[src/rtl/capdma_pkg.sv]
package capdma_pkg;
    typedef enum logic [1:0] {
        CAP_IDLE,
        CAP_RUN,
        CAP_HALT
    } cap_state_e;

    typedef enum logic [1:0] {
        DMA_IDLE,
        DMA_REQ,
        DMA_XFER
    } dma_state_e;
endpackage

[src/rtl/capture_ctrl.sv]
module capture_ctrl
    import capdma_pkg::*;
#(
    parameter int DEPTH = 64,
    localparam int IDX_W = $clog2(DEPTH),
    localparam int CNT_W = $clog2(DEPTH + 1)
) (
    input  logic             clk,
    input  logic             rst_n,
    input  logic             cap_start,
    input  logic             cap_stop,
    input  logic             cap_valid,
    input  logic [7:0]       cap_byte,
    input  logic [1:0]       bank_busy,
    output logic             start_acc,
    output logic             wr_en,
    output logic             wr_bank,
    output logic [IDX_W-1:0] wr_idx,
    output logic [15:0]      wr_data,
    output logic             hand_en,
    output logic             hand_bank,
    output logic [CNT_W-1:0] hand_cnt,
    output logic             overflow
);
    cap_state_e       state_q, state_d;
    logic [7:0]       low_q;
    logic             have_low_q;
    logic             bank_q;
    logic [IDX_W-1:0] idx_q;
    logic             ovf_q;

    logic             byte_in, pair_done, flush_pad, fill_last, stop_run;
    logic [CNT_W-1:0] stop_cnt;

    // Accepted start: not in a session and nothing waiting on the memory side.
    assign start_acc = cap_start && (state_q != CAP_RUN) && (bank_busy == 2'b00);

    // Next-state process
    always_comb begin
        state_d = state_q;
        unique case (state_q)
            CAP_IDLE: if (start_acc) state_d = CAP_RUN;
            CAP_RUN: begin
                if (cap_stop)
                    state_d = CAP_IDLE;
                else if (fill_last && bank_busy[~bank_q])
                    state_d = CAP_HALT;
            end
            CAP_HALT: begin
                if (start_acc)
                    state_d = CAP_RUN;
                else if (cap_stop)
                    state_d = CAP_IDLE;
            end
            default: state_d = CAP_IDLE;
        endcase
    end

    // State register
    always_ff @(posedge clk) begin
        if (!rst_n) state_q <= CAP_IDLE;
        else        state_q <= state_d;
    end

    // Output process
    always_comb begin
        stop_run  = (state_q == CAP_RUN) && cap_stop;
        byte_in   = (state_q == CAP_RUN) && !cap_stop && cap_valid;
        pair_done = byte_in && have_low_q;
        flush_pad = stop_run && have_low_q;
        fill_last = pair_done && (idx_q == IDX_W'(DEPTH - 1));
        stop_cnt  = CNT_W'(idx_q) + CNT_W'(flush_pad);
        wr_en     = pair_done || flush_pad;
        wr_data   = pair_done ? {cap_byte, low_q} : {8'h00, low_q};
        hand_en   = fill_last || (stop_run && (stop_cnt != '0));
        hand_cnt  = fill_last ? CNT_W'(DEPTH) : stop_cnt;
    end

    assign wr_bank   = bank_q;
    assign wr_idx    = idx_q;
    assign hand_bank = bank_q;
    assign overflow  = ovf_q;

    // Packing, index and bank pointer
    always_ff @(posedge clk) begin
        if (!rst_n) begin
            low_q      <= '0;
            have_low_q <= 1'b0;
            bank_q     <= 1'b0;
            idx_q      <= '0;
            ovf_q      <= 1'b0;
        end else if (start_acc) begin
            have_low_q <= 1'b0;
            idx_q      <= '0;
            ovf_q      <= 1'b0;
        end else if (stop_run) begin
            have_low_q <= 1'b0;
            idx_q      <= '0;
            if (hand_en) bank_q <= ~bank_q;
        end else if (byte_in) begin
            if (!have_low_q) begin
                low_q      <= cap_byte;
                have_low_q <= 1'b1;
            end else begin
                have_low_q <= 1'b0;
                if (fill_last) begin
                    idx_q  <= '0;
                    bank_q <= ~bank_q;
                    if (bank_busy[~bank_q]) ovf_q <= 1'b1;
                end else begin
                    idx_q <= idx_q + IDX_W'(1);
                end
            end
        end
    end

    // once raised, overflow holds until a start is accepted
    a_r10_overflow_sticky: assert property (@(posedge clk) disable iff (!rst_n)
        (ovf_q && !start_acc) |=> ovf_q);

    // overflow only rises when both banks are waiting
    a_r10_overflow_both_full: assert property (@(posedge clk) disable iff (!rst_n)
        $rose(ovf_q) |-> (bank_busy == 2'b11));

    // a start seen while a bank waits leaves the capture state alone
    a_r11_start_blocked: assert property (@(posedge clk) disable iff (!rst_n)
        (cap_start && !cap_stop && (bank_busy != 2'b00) && (state_q != CAP_RUN))
        |=> (state_q == $past(state_q)));
endmodule

[src/rtl/bank_store.sv]
module bank_store #(
    parameter int DEPTH = 64,
    localparam int IDX_W = $clog2(DEPTH)
) (
    input  logic             clk,
    input  logic             wr_en,
    input  logic             wr_bank,
    input  logic [IDX_W-1:0] wr_idx,
    input  logic [15:0]      wr_data,
    input  logic             rd_bank,
    input  logic [IDX_W-1:0] rd_idx,
    output logic [15:0]      rd_data
);
    logic [15:0] rd_word [2];

    for (genvar b = 0; b < 2; b++) begin : g_bank
        logic [15:0] mem [DEPTH];

        always_ff @(posedge clk) begin
            if (wr_en && (wr_bank == 1'(b)))
                mem[wr_idx] <= wr_data;
        end

        assign rd_word[b] = mem[rd_idx];
    end

    assign rd_data = rd_word[rd_bank];
endmodule

[src/rtl/dma_drain.sv]
module dma_drain
    import capdma_pkg::*;
#(
    parameter int DEPTH  = 64,
    parameter int ADDR_W = 32,
    localparam int IDX_W = $clog2(DEPTH),
    localparam int CNT_W = $clog2(DEPTH + 1)
) (
    input  logic              clk,
    input  logic              rst_n,
    input  logic              hand_en,
    input  logic              hand_bank,
    input  logic [CNT_W-1:0]  hand_cnt,
    input  logic              addr_load,
    input  logic [ADDR_W-1:0] base_addr,
    input  logic              dma_ack,
    input  logic              mem_rdy,
    output logic [1:0]        bank_busy,
    output logic              rd_bank,
    output logic [IDX_W-1:0]  rd_idx,
    output logic              dma_req,
    output logic              dma_seq,
    output logic [ADDR_W-1:0] mem_addr
);
    dma_state_e        state_q, state_d;
    logic [1:0]        busy_q;
    logic [CNT_W-1:0]  cnt_q [2];
    logic              rd_bank_q;
    logic [IDX_W-1:0]  rd_idx_q;
    logic [ADDR_W-1:0] addr_q;

    logic [CNT_W-1:0]  cur_cnt;
    logic              last_hw, step, done;

    assign cur_cnt = cnt_q[rd_bank_q];
    assign last_hw = (CNT_W'(rd_idx_q) == (cur_cnt - CNT_W'(1)));

    // Next-state process
    always_comb begin
        state_d = state_q;
        unique case (state_q)
            DMA_IDLE: if (busy_q[rd_bank_q]) state_d = DMA_REQ;
            DMA_REQ:  if (dma_ack)           state_d = DMA_XFER;
            DMA_XFER: if (mem_rdy && last_hw) state_d = DMA_IDLE;
            default:  state_d = DMA_IDLE;
        endcase
    end

    // State register
    always_ff @(posedge clk) begin
        if (!rst_n) state_q <= DMA_IDLE;
        else        state_q <= state_d;
    end

    // Output process
    always_comb begin
        dma_req = (state_q != DMA_IDLE);
        dma_seq = (state_q != DMA_IDLE) && (cur_cnt > CNT_W'(1));
        step    = (state_q == DMA_XFER) && mem_rdy;
        done    = step && last_hw;
    end

    assign bank_busy = busy_q;
    assign rd_bank   = rd_bank_q;
    assign rd_idx    = rd_idx_q;
    assign mem_addr  = addr_q;

    // Bank status, read pointer and address counter
    always_ff @(posedge clk) begin
        if (!rst_n) begin
            busy_q    <= '0;
            cnt_q[0]  <= '0;
            cnt_q[1]  <= '0;
            rd_bank_q <= 1'b0;
            rd_idx_q  <= '0;
            addr_q    <= '0;
        end else begin
            for (int b = 0; b < 2; b++) begin
                if (hand_en && (hand_bank == 1'(b))) begin
                    busy_q[b] <= 1'b1;
                    cnt_q[b]  <= hand_cnt;
                end else if (done && (rd_bank_q == 1'(b))) begin
                    busy_q[b] <= 1'b0;
                end
            end
            if ((state_q == DMA_REQ) && dma_ack)
                rd_idx_q <= '0;
            else if (step)
                rd_idx_q <= last_hw ? '0 : rd_idx_q + IDX_W'(1);
            if (done)
                rd_bank_q <= ~rd_bank_q;
            if (addr_load)
                addr_q <= base_addr;
            else if (step)
                addr_q <= addr_q + ADDR_W'(2);
        end
    end

    // the capture side only hands over a bank that is free
    a_r4_handoff_free: assert property (@(posedge clk) disable iff (!rst_n)
        hand_en |-> !busy_q[hand_bank]);

    // while waiting for acknowledge, the address does not move
    a_r6_hold_before_ack: assert property (@(posedge clk) disable iff (!rst_n)
        ((state_q == DMA_REQ) && !addr_load) |=> $stable(addr_q));

    // each ready pulse during transfer advances the address by two
    a_r9_addr_step: assert property (@(posedge clk) disable iff (!rst_n)
        ((state_q == DMA_XFER) && mem_rdy && !addr_load)
        |=> (addr_q == $past(addr_q) + ADDR_W'(2)));

    // the request stays up through a transfer that has not finished
    a_r7_req_holds: assert property (@(posedge clk) disable iff (!rst_n)
        ((state_q == DMA_XFER) && !mem_rdy) |=> dma_req);

    // a finished bank hands the read pointer to the other bank
    a_r12_bank_alternates: assert property (@(posedge clk) disable iff (!rst_n)
        done |=> (rd_bank_q != $past(rd_bank_q)));
endmodule

[src/rtl/capture_dma_pingpong.sv]
module capture_dma_pingpong #(
    parameter int DEPTH  = 64,
    parameter int ADDR_W = 32
) (
    input  logic              clk,
    input  logic              rst_n,
    input  logic              cap_start,
    input  logic              cap_stop,
    input  logic              cap_valid,
    input  logic [7:0]        cap_byte,
    input  logic [ADDR_W-1:0] base_addr,
    output logic              dma_req,
    output logic              dma_seq,
    input  logic              dma_ack,
    input  logic              mem_rdy,
    output logic [15:0]       mem_data,
    output logic [ADDR_W-1:0] mem_addr,
    output logic              overflow
);
    localparam int IDX_W = $clog2(DEPTH);
    localparam int CNT_W = $clog2(DEPTH + 1);

    logic             start_acc;
    logic             wr_en, wr_bank;
    logic [IDX_W-1:0] wr_idx;
    logic [15:0]      wr_data;
    logic             hand_en, hand_bank;
    logic [CNT_W-1:0] hand_cnt;
    logic [1:0]       bank_busy;
    logic             rd_bank;
    logic [IDX_W-1:0] rd_idx;

    capture_ctrl #(.DEPTH(DEPTH)) u_capture (
        .clk       (clk),
        .rst_n     (rst_n),
        .cap_start (cap_start),
        .cap_stop  (cap_stop),
        .cap_valid (cap_valid),
        .cap_byte  (cap_byte),
        .bank_busy (bank_busy),
        .start_acc (start_acc),
        .wr_en     (wr_en),
        .wr_bank   (wr_bank),
        .wr_idx    (wr_idx),
        .wr_data   (wr_data),
        .hand_en   (hand_en),
        .hand_bank (hand_bank),
        .hand_cnt  (hand_cnt),
        .overflow  (overflow)
    );

    bank_store #(.DEPTH(DEPTH)) u_store (
        .clk     (clk),
        .wr_en   (wr_en),
        .wr_bank (wr_bank),
        .wr_idx  (wr_idx),
        .wr_data (wr_data),
        .rd_bank (rd_bank),
        .rd_idx  (rd_idx),
        .rd_data (mem_data)
    );

    dma_drain #(.DEPTH(DEPTH), .ADDR_W(ADDR_W)) u_drain (
        .clk       (clk),
        .rst_n     (rst_n),
        .hand_en   (hand_en),
        .hand_bank (hand_bank),
        .hand_cnt  (hand_cnt),
        .addr_load (start_acc),
        .base_addr (base_addr),
        .dma_ack   (dma_ack),
        .mem_rdy   (mem_rdy),
        .bank_busy (bank_busy),
        .rd_bank   (rd_bank),
        .rd_idx    (rd_idx),
        .dma_req   (dma_req),
        .dma_seq   (dma_seq),
        .mem_addr  (mem_addr)
    );
endmodule

[config.mk]
export PLATFORM = sky130hd
export DESIGN_NAME = capture_dma_pingpong
export DESIGN_NICKNAME = d
export VERILOG_FILES = /design/src/rtl/capdma_pkg.sv /design/src/rtl/capture_ctrl.sv /design/src/rtl/bank_store.sv /design/src/rtl/dma_drain.sv /design/src/rtl/capture_dma_pingpong.sv
export SDC_FILE = /design/constraint.sdc
export NUM_CORES = 2
export LEC_CHECK = 0
export ABC_AREA = 0
export BUFFER_PORTS_ARGS = -buffer_cell sky130_fd_sc_hd__buf_4
export CORE_UTILIZATION = 55
export CTS_BUF_LIST = sky130_fd_sc_hd__clkbuf_16
export DETAILED_ROUTE_END_ITERATION = 16
export MAX_ROUTING_LAYER = met4
export PLACE_DENSITY = 0.82
export REMOVE_ABC_BUFFERS = 1
export SYNTH_ARGS = -nofsm -noshare
export SYNTH_HDL_FRONTEND = slang
export SYNTH_SLANG_ARGS = --single-unit
[constraint.sdc]
create_clock -name clk -period 5.8 [get_ports clk]
set_input_delay 0.58 -clock clk [delete_from_list [all_inputs] [get_ports clk]]
set_output_delay 0.58 -clock clk [all_outputs]
set_load 0.05 [all_outputs]
== After elaboration in Yosys (flattened, before gate mapping) ==
Memories as Yosys holds them, arrays and structs flattened. A register that Yosys moved wholly into a read port is not among the register bits.
Index checks and enable logic that the tools add are counted.
Widths: inputs -> output; s select.

* Flip-flop bits (word level): 62
* Memory bits (writable): 2062
* Output and inout bits: 51
* Word-level logic and storage cells: 143
* Memories kept: 3

* $add $sub $neg: 5
* $lt $le $gt $ge: 4
* Equality and inequality tests: 14
* Muxes and demuxes: 52
* Bitwise operators: 9
* Reduce and logical (&&, ||, !) cells: 44

{| class="wikitable"
|+ Memories
! memory !! depth !! width !! rd ports !! clocked after Yosys merged registers in !! write ports !! RTL line !! text
|-
| u_store.g_bank[0].mem || 64 || 16 || 1 || 1 || 1 || bank_store.sv:17 || <nowiki>logic [15:0] mem [DEPTH];</nowiki>
|-
| u_store.g_bank[1].mem || 64 || 16 || 1 || 1 || 1 || bank_store.sv:17 ||
|-
| u_drain.cnt_q || 2 || 7 || 1 || 1 || 2 || dma_drain.sv:27 || <nowiki>logic [CNT_W-1:0] cnt_q [2];</nowiki>
|}

{| class="wikitable"
|+ Operators by type and width
! operator !! number
|-
| $mux 16 || 4
|-
| $mux 32 || 2
|-
| $mux 6 || 6
|-
| $add 32x2->32 const B || 1
|-
| $mux 1 || 27
|-
| $logic_and 1x1->1 || 21
|-
| $mux 7 || 3
|-
| $mux 2 || 8
|-
| $reduce_bool 2->1 || 7
|-
| $add 6x1->6 const B || 2
|-
| $pmux 2 s3 || 2
|-
| $reduce_and 5->1 || 2
|-
| $ne 2x1->1 const B || 4
|-
| $add 6x1->7 || 1
|-
| $eq 6x7->1 || 1
|-
| $gt 7x1->1 const B || 1
|-
| $reduce_bool 7->1 || 1
|-
| $sub 7x1->7 const B || 1
|-
| $eq 6x6->1 const B || 1
|-
| $logic_not 2->1 || 3
|-
| $not 1->1 || 6
|-
| $reduce_and 3->1 || 2
|-
| $eq 2x1->1 const B || 2
|-
| $eq 2x2->1 const B || 2
|-
| other kinds (13) || 18
|}

== Longest topological paths before layout ==
* Depth after elaboration: 12
* Depth in mapped cells: 10
* Mapped depth without buffers: 9

== Modules after synthesis ==
A second synthesis with hierarchy kept.

* Cells, all modules: 3558
* Area total of the unflattened synthesis: 82492.9 um^2

{| class="wikitable"
|+ By module, submodules not included
! module !! instances !! cells each !! area an instance (um^2) !! seq. area each (um^2)
|-
| bank_store || 1 || 3077 || 78226.3 || 61499.0
|-
| dma_drain || 1 || 350 || 3188.1 || 1301.2
|-
| capture_ctrl || 1 || 131 || 1078.5 || 380.4
|}

== Worst setup path before layout ==
No wires, ideal clock.

* Kind: reg-to-output
* Start: reg with a tool-made name
* End: out mem_data[0]
* Arrival: 2.800 ns
* Data required time: 5.220 ns
* Slack: 2.420 ns
* Stages on the path, launching flop included: 7
* Path buffers: 2
* Cells stage by stage: dfxtp_1 > buf_2 > clkbuf_1 > mux4_2 > mux4_2 > mux4_2 > mux2_2

{| class="wikitable"
|+ RTL lines
! item !! RTL line !! text
|-
| to (decl) || capture_dma_pingpong.sv:16 || <nowiki>output logic [15:0] mem_data,</nowiki>
|}

==> qor.yml <==
placed_design:
  gp_congestion: 0.856
  place_inst: 5527
  dp_hpwl_mm: 119
  port_buffers: 97
synthesis:
  yosysWarnings: 0
  synth_cells: 3506
  synth.top_cell.area_share_pct: 75.3
  syn-cell-area_sq_mm: 0.0822
  synth_top_area_cell: "edfxtp_1"
  yosys-top-cells-area: "edfxtp_1, mux4_2, dfxtp_1"
  synth_flop_cell: "edfxtp_1"
  synth_area_per_cell_sq_um: 23.4
  synth.distinct_cells: 46
  async_reset_ff_share_pct: 0
  synth_seq_area_share_pct: 77.0
  synth_seq_cells: 2131
  synth_edf_count: 2062
worst_setup_path:
  start_kind: "flip-flop"
  crit_top_cell: "mux4_2"
  critPathTopFamily: "multiplexers"
  path_class: "flip-flop to output pin"
  cp_max_fo: 55
  crit_path_end_kind: "output pin"
  crit_path_cell_trace: "buf_12, mux4_2, mux4_2, mux4_2, mux2_2, buf_4"
  crit_buf_inv: 2
  slowest_stage: "dfxtp_4"
  critical_path_arrival_ps: 4770
  cp.required_ps: 5220
  slowest_delay_ps: 830
clock_network:
  clk_pin_slew_ps: 70
  h-tree-depth: 4
  clock-sinks: 2131
  cts_tree: "yes"
  cts_made_buffers: 196
  clkLatencyLatePin_ps: 870
  cts_root_buffer: "clkbuf_16"
  clockBufferDepth: 3
  cts_setup_buffers: 0
sta:
  hold_ws_ps: 38.1
  max-slew-margin-rel_pct: 14.1
  setup_viol: 0
  finalCriticalPeriod_ps: 5350
  fin_crit_sh_pct: 92.2
  maxSlewViolCount: 0
  fmax_ghz: 0.187
  skew_ps: 67.7
  worst_pin_slew_ps: 1290
  hold_violations: 0
  setup_tns_ps: 0
  rsz0062_at_grt: "false"
grt:
  grt_max_degree: 101
  grt_overflow: 0
  grtUsageTotal_pct: 32.1
  antenna_found_initial: 24
  grt_pass1_wl_mm: 327
  first_global_vias: 42000
drt:
  wl_per_cell_um: 39.3
  first_pass_iters: 6
  antenna_left: 0
  vias_per_cell: 7.23
  vias: 43000
  drc: 0
  wirelength_mm: 234
  drt-initial-drc-count: 7945
die:
  die_h_um: 389
  num_io_pins: 98
  placementRows: 141
  die_w_um: 389
  core_area_sq_mm: 0.148
  die-area_sq_mm: 0.151
  initial_core_util_pct: 55.5
finish:
  nFillCells: 8696
  synthToLayoutAreaGrowth_pct: 13.2
  layout.cells.most_common: "edfxtp_1"
  drive_gt1_share_pct: 32.3
  finish.net_count: 3873
  final_cell_mix: "edfxtp_1, mux4_2, buf_4"
  final_cells: 5942
job:
  max-cap-violations: 0
power:
  power_leakage_nw: 28.1
  p_per_area_mw_per_mm2: 326
  irDropWorstVdd_uv: 299
  power_mw: 30.3
run_status:
  status: "finished, final reports clean"
worst_hold_path:
  worstHoldPathType: "input port to flip-flop"
==> per-layer routing <==
metal  wire, um  GRT usage, %  vias up
met1      77100          40.8    22200
met5          0             -        -
met2     112000          48.9     4414
li1           -             -    15600
met4      11000          12.4        0
met3      33600          9.89      711
==> timing repair <==
action	CTS	global route
endpoints found under the hold margin	22	0
resized for setup	0	0
hold buffers	22	0
==> per-stage QoR <==
stage	utilization, %	setup WS [ps]	cell area, sq um
finish	62.9	452	93100
global route	62.9	379	93000
CTS	62.8	453	93000
detailed placement	58.3	1450	86300
global placement	58.3	1460	86300
floorplan	-	-17510	81400
==> where the power goes <==
group	internal (mW)	switching [mW]	total [mW]
Sequential	16.7	0.0559	16.7
Clock	7.23	6.07	13.3
Combinational	0.0843	0.173	0.258
Total	24.0	6.30	30.3
==> worst paths after layout <==
check                           slack [ps]                  from  depth (start not counted)                            end
worst max-delay path                   450             flip-flop                          6                   mem_data[13]
worst min-delay path                    40         base_addr[23]                          3           u_drain.mem_addr[23]
worst max register to register        2080  u_capture.state_q[0]                          4  u_store.g_bank[0].mem[39][13]
worst min register to register         520    u_drain.state_q[1]                          1             u_drain.state_q[0]
==> worst reg2reg max path, cell delays in order (launching register included) <==
cell,delay (ps)
dfxtp_1,460
nand3b_1,240
nor2_1,920
and2_4,1010
buf_4,740
==> sequential cells by signal, indices dropped and copies added (netlist names), named ones only <==
name                  flops
u_capture.hand_bank       1
u_drain.bank_busy         2
u_drain.mem_addr         32
u_capture.have_low_q      1
u_drain.cnt_q            14
u_store.g_bank.mem     2048
u_capture.low_q           8
u_capture.overflow        1
u_drain.rd_idx            6
u_drain.state_q           2
u_capture.state_q         2
u_capture.wr_idx          6
u_drain.rd_bank           1
==> Yosys cell counts (8+ instances only) <==
cell	count
nor3_1	24
nand2_1	36
ha_1	9
inv_1	8
xor2_1	28
edfxtp_1	2062
mux2i_1	19
nor2_1	168
xnor2_1	25
buf_2	54
clkbuf_1	116
o21ai_0	27
mux2_2	16
and2_1	14
buf_1	17
nand3b_1	8
dfxtp_1	69
nand3_1	24
nand4_1	11
mux4_2	672
a21oi_1	29
a211oi_1	8
==> layout make-up <==
type,instances,area (sq um),area share [%]
Antenna cell,23,57.6,0.0618
Multi-Input combinational cell,1178,18100,19.5
Clock buffer,197,4930,5.30
Inverter,9,33.8,0.0363
Clock inverter,173,1600,1.72
Sequential cell,2131,63300,68.1
Tap cell,1930,2410,2.59
Timing Repair Buffer,301,2560,2.76
==> kinds of logic (layout without fill, tap and decap cells) <==
logic type	Yosys count	in the layout	synth area share, %
fa+ha+maj	9	9	0.137
xor+xnor	53	53	0.565
simple gates	330	330	1.87
compound gates	79	79	0.554
mux	707	707	18.9
buf+inv	197	680	0.991
other cells	0	23	0
flops	2131	2131	77.0
No activity file was read; power rests on OpenSTA's default activity.
